<file path="src/rtl/sfr_file.sv">
`timescale 1ns/1ps
module sfr_file #(
  parameter int W = 16
) (
  input  logic         clk,
  input  logic         rst_n,
  input  logic [5:0]   rd_addr,
  output logic [W-1:0] rd_data,
  input  logic         wr_en,
  input  logic [5:0]   wr_addr,
  input  logic [W-1:0] wr_data,
  input  logic [W-1:0] pc_value,
  output logic [W-1:0] disp_data,
  output logic         disp_valid,
  output logic [W-1:0] branch_target,
  output logic         branch_valid
);
  localparam int NREG = 64;
  localparam logic [5:0] A_DISP = 6'd0,  A_MASK_X = 6'd53, A_MASK_Y = 6'd54,
                         A_SEL_T = 6'd55, A_SEL_C = 6'd56, A_SEL_F = 6'd57,
                         A_ROR = 6'd58,  A_ROL = 6'd59,    A_SUM_X = 6'd60,
                         A_SUM_Y = 6'd61, A_INV = 6'd62,   A_PC = 6'd63;

  logic [W-1:0] mem [NREG];
  logic         store_hit;
  logic [W:0]   raw_sum;
  logic [W-1:0] oc_sum;

  assign store_hit = wr_en && wr_addr != A_DISP && wr_addr != A_PC;

  always_ff @(posedge clk) begin
    if (!rst_n) begin
      for (int i = 0; i < NREG; i++) mem[i] <= '0;
      disp_valid    <= 1'b0;
      disp_data     <= '0;
      branch_valid  <= 1'b0;
      branch_target <= '0;
    end else begin
      if (store_hit) mem[wr_addr] <= wr_data;
      disp_valid   <= wr_en && wr_addr == A_DISP;
      branch_valid <= wr_en && wr_addr == A_PC;
      if (wr_en && wr_addr == A_DISP) disp_data <= wr_data;
      if (wr_en && wr_addr == A_PC) branch_target <= wr_data;
    end
  end

  assign raw_sum = {1'b0, mem[A_SUM_X]} + {1'b0, mem[A_SUM_Y]};
  assign oc_sum  = raw_sum[W-1:0] + {{(W-1){1'b0}}, raw_sum[W]};

  always_comb begin
    case (rd_addr)
      A_DISP, A_SEL_T, A_SEL_F: rd_data = '0;
      A_MASK_X: rd_data = mem[A_MASK_Y] & ~mem[A_MASK_X];
      A_MASK_Y: rd_data = mem[A_MASK_X] & ~mem[A_MASK_Y];
      A_SEL_C:  rd_data = (mem[A_SEL_C] != '0) ? mem[A_SEL_T] : mem[A_SEL_F];
      A_ROR:    rd_data = {mem[A_ROR][0], mem[A_ROR][W-1:1]};
      A_ROL:    rd_data = {mem[A_ROL][W-2:0], mem[A_ROL][W-1]};
      A_SUM_Y:  rd_data = oc_sum;
      A_INV:    rd_data = ~mem[A_INV];
      A_PC:     rd_data = pc_value;
      default:  rd_data = mem[rd_addr];
    endcase
  end

  assert_disp_pulse_R2: assert property (@(posedge clk) disable iff (!rst_n)
    (wr_en && wr_addr == A_DISP) |=> (disp_valid && disp_data == $past(wr_data)));

  assert_disp_quiet_R2: assert property (@(posedge clk) disable iff (!rst_n)
    !(wr_en && wr_addr == A_DISP) |=> !disp_valid);

  assert_branch_pulse_R10: assert property (@(posedge clk) disable iff (!rst_n)
    (wr_en && wr_addr == A_PC) |=> (branch_valid && branch_target == $past(wr_data)));

  assert_store_R3: assert property (@(posedge clk) disable iff (!rst_n)
    (wr_en && wr_addr != A_DISP && wr_addr != A_PC) |=> mem[$past(wr_addr)] == $past(wr_data));

  assert_hold_R12: assert property (@(posedge clk) disable iff (!rst_n)
    (!wr_en && rd_addr != A_PC) |=> (rd_addr != $past(rd_addr) || rd_data == $past(rd_data)));
endmodule

</file>
<file path="config.mk">
export PLATFORM = sky130hd
export DESIGN_NAME = sfr_file
export DESIGN_NICKNAME = d
export VERILOG_FILES = /design/src/rtl/sfr_file.sv
export SDC_FILE = /design/constraint.sdc
export NUM_CORES = 2
export LEC_CHECK = 0
export ABC_CLOCK_PERIOD_IN_PS = 8250
export BUFFER_PORTS_ARGS = -buffer_cell sky130_fd_sc_hd__buf_4
export CAP_MARGIN = 10
export CORE_MARGIN = 3
export CORE_UTILIZATION = 43
export CTS_BUF_LIST = sky130_fd_sc_hd__clkbuf_4
export CTS_CLUSTER_DIAMETER = 120
export DETAILED_ROUTE_END_ITERATION = 12
export GPL_TIMING_DRIVEN = 0
export PLACE_DENSITY = 0.57
export SLEW_MARGIN = 20
export SYNTH_ARGS = -nofsm -noshare
export SYNTH_HDL_FRONTEND = slang
export SYNTH_SLANG_ARGS = --single-unit
</file>
<file path="constraint.sdc">
create_clock -name clk -period 8.25 [get_ports clk]
set_input_delay 2.475 -clock clk [delete_from_list [all_inputs] [get_ports clk]]
set_output_delay 2.475 -clock clk [all_outputs]
set_load 0.01 [all_outputs]
</file>
==> run_results.csv <==
group,metric,value,unit
logic_synthesis,synth.distinct_cells,70,
timing,hold_viol,0,
global_route,grt_max_degree,17,
timing,hold_ws,0.455,ns
timing,setup_ws,-0.113,ns
logic_synthesis,synthMostInstantiatedCell,"edfxtp_1",
clocking,cts.clk_slew.worst_paths,0.05,ns
worst_setup_path,startpoint_type,"input port",
worst_setup_path,critPathArrivalTime,5.89,ns
floorplanning,die_x,347,µm
place,port_buffers,73,
timing,final.setup_skew,0,ns
finish,drive_gt1_share,28.6,%
power,cellPowerDensity,215,nW/µm²
place,gp_congestion,0.992,
timing,tightestPinTransition,1.31,ns
route,dr_total_vias,31738,
power,p_leak,20.6,nW
route,drt-total-wl,172000,µm
hold_path,hold_class,"reg2reg",
timing,maxSlewViolCount,0,
logic_synthesis,synth_common_cells,"1024 x edfxtp_1, 995 x and2_1, 328 x mux4_2",
status,violations,"setup timing",
clocking,cts_tree,"done",
power,power,12.5,mW
timing,period_share,101,%
timing,slew_headroom,12.6,%
timing,fmax,120,MHz
logic_synthesis,yosys-top-cells-area,"edfxtp_1 62%, mux4_2 15%, and2_1 12%, clkbuf_1 2.0%, dfxtp_1 1.4%",
status,status,"finished, violations left",
floorplanning,row_count,124,
worst_setup_path,worst_ep_required_time,5.78,ns
clocking,cts.sinks,1058,
logic_synthesis,syn_area_per_cell,15.2,µm²
place,dp_hpwl,126000,µm
logic_synthesis,synth_flop_cell,"edfxtp_1",
clocking,cts_hold_buf,0,
finish,nets,3858,
clocking,cts_inserted_buffers,303,
route,drt-initial-drc-count,3910,
route,postRouteAntennaNets,0,
finish,synthToLayoutAreaGrowth,16.0,%
worst_setup_path,cp-end-kind,"output pin",
timing,fin_crit,8.36,ns
clocking,clock_latency,1.20,ns
clocking,cts-root-buf,"clkbuf_4",
route,drt-wirelength-per-cell,31.2,µm
logic_synthesis,synth_largest_area_cell,"edfxtp_1",
logic_synthesis,synthCells,3295,
global_route,grt_use_total,28.6,%
timing,setup-violations-final,5,
floorplanning,die_y,347,µm
logic_synthesis,yosys_register_bits,1058,
timing,rsz0062_at_grt,"true",
place,post_dp_cell_area,53900,µm²
logic_synthesis,ys_async_sr_fraction,0,%
floorplanning,initial_core_util,43.5,%
logic_synthesis,yosysTopAreaCellShare,61.6,%
global_route,grt_pass1_wl,240000,µm
floorplanning,core-area,115000,µm²
logic_synthesis,syn_area,49900,µm²
finish,postLayoutCellArea,58000,µm²
clocking,ctsHtreeMaxLevel,5,
clocking,clockBufferDepth,4,
worst_setup_path,crit_type,"in2out",
route,viasPerCell,5.77,
route,drtPass1Iterations,6,
run,cap_violations,0,
global_route,grt_overflow,0,
power,ir_worst_vdd,0.161,mV
worst_setup_path,crit_fanout,10,
logic_synthesis,synth_edf_count,1024,
logic_synthesis,yosys_warnings,0,
global_route,grt_pass1_vias,32266,
floorplanning,io_pins,97,
global_route,antenna_found_initial,15,
logic_synthesis,ys_seq_area_share,62.9,%
route,drc,0,
floorplanning,dieArea,120000,µm²
power breakdown:
group	internal, mW	total (mW)	switching [mW]
Combinational	0.505	1.35	0.849
Sequential	6.15	6.25	0.0991
Clock	2.60	4.85	2.25
critical path, cell delays in order:
cell       delay, ns
buf_4           0.14
buf_2           0.29
clkbuf_4        0.43
buf_2           0.43
o21ai_0         0.14
a21oi_1         0.17
a21o_1          0.29
o221ai_1        0.17
a2111oi_0       0.75
o32a_1          0.34
nand3_4         0.08
buf_4           0.16
final cells by class:
| type | instances | area, µm² |
|---|---|---|
| antenna | 8 | 20.0 |
| buffer | 309 | 1410 |
| clock buffer | 438 | 3290 |
| clock inverter | 58 | 384 |
| fill | 9936 | 56900 |
| inverter | 12 | 45.0 |
| multi-input combinational | 1946 | 17800 |
| sequential | 1058 | 31400 |
| tap | 1512 | 1890 |
| timing repair buffer | 162 | 1670 |
cell families (layout without fill, tap and decap cells):
logic type	after synthesis	count (layout)	synth area share, %
flip-flops	1058	1058	62.9
AND/OR/NAND/NOR	1283	1283	15.2
adder cells (fa/ha/maj)	19	19	0.491
other	1	40	0.00751
XOR/XNOR	21	21	0.406
multiplexers	385	385	15.9
AO/OA/AOI/OAI	206	206	2.59
buffers and inverters	322	979	2.45
metrics by stage:
step / worst slack (ns) / instances / utilization [%] / setup TNS (ns)
6_report: -0.113 / 5503 / 50.5 / -0.155
5_1_grt: -0.110 / 5496 / 50.5 / -0.113
4_1_cts: 0.00170 / 5488 / 50.3 / 0
2_1_floorplan: 0.690 / 3326 / - / 0
3_5_place_dp: -0.896 / 4986 / 46.9 / -10.33
3_3_place_gp: -1.54 / 4911 / 45.7 / -40.19
final timing paths:
| check | startpoint | slack [ns] | depth (start not counted) | endpoint |
|---|---|---|---|---|
| worst max-delay path | rd_addr[1] | -0.11 | 12 | rd_data[15] |
| worst min-delay path | branch_target[5]$_SDFFE_PN0P_ | 0.45 | 2 | branch_target[5]$_SDFFE_PN0P_ |
| worst max register to register | branch_target[10]$_SDFFE_PN0P_ | 7.60 | 2 | branch_target[10]$_SDFFE_PN0P_ |
| worst min register to register | branch_target[5]$_SDFFE_PN0P_ | 0.45 | 2 | branch_target[5]$_SDFFE_PN0P_ |
what timing repair did:
item                       4_1_cts  5_1_grt
hold endpoints to repair         0        0
pin swaps                        9       12
buffers inserted                 7        6
setup endpoints to repair       16       15
resized for setup               91       37
cells in the final DEF (no fill, tap or decap), types with 8 or more instances in the layout:
cell / instances
a211oi_1: 9
a21oi_1: 47
and2_1: 995
buf_2: 12
buf_4: 106
buf_6: 59
buf_8: 9
clkbuf_1: 204
clkbuf_2: 49
clkbuf_4: 453
clkinv_1: 46
conb_1: 32
dfxtp_1: 34
diode_2: 8
edfxtp_1: 1024
ha_1: 15
inv_1: 10
mux2i_1: 55
mux4_2: 328
nand2_1: 65
nand3_1: 8
nor2_1: 132
nor3_1: 12
nor4_1: 10
o21ai_0: 19
o21ai_2: 57
o221ai_1: 11
xnor2_1: 13
layer usage:
metal | GRT usage, % | share of wire [%] | up-vias
met5 | 0.589 | 0.066 | -
met4 | 14.5 | 5.5 | 8
met2 | 42.7 | 45 | 1815
met3 | 9.55 | 11 | 399
met1 | 37.3 | 38 | 16121
li1 | - | - | 13395
registers in the layout, summed over array words and instances (netlist names):
signal and count:
branch_target 16, disp_valid 1, disp_data 16, mem 1024, branch_valid 1
Note: power is estimated with default switching activity, not from simulation.
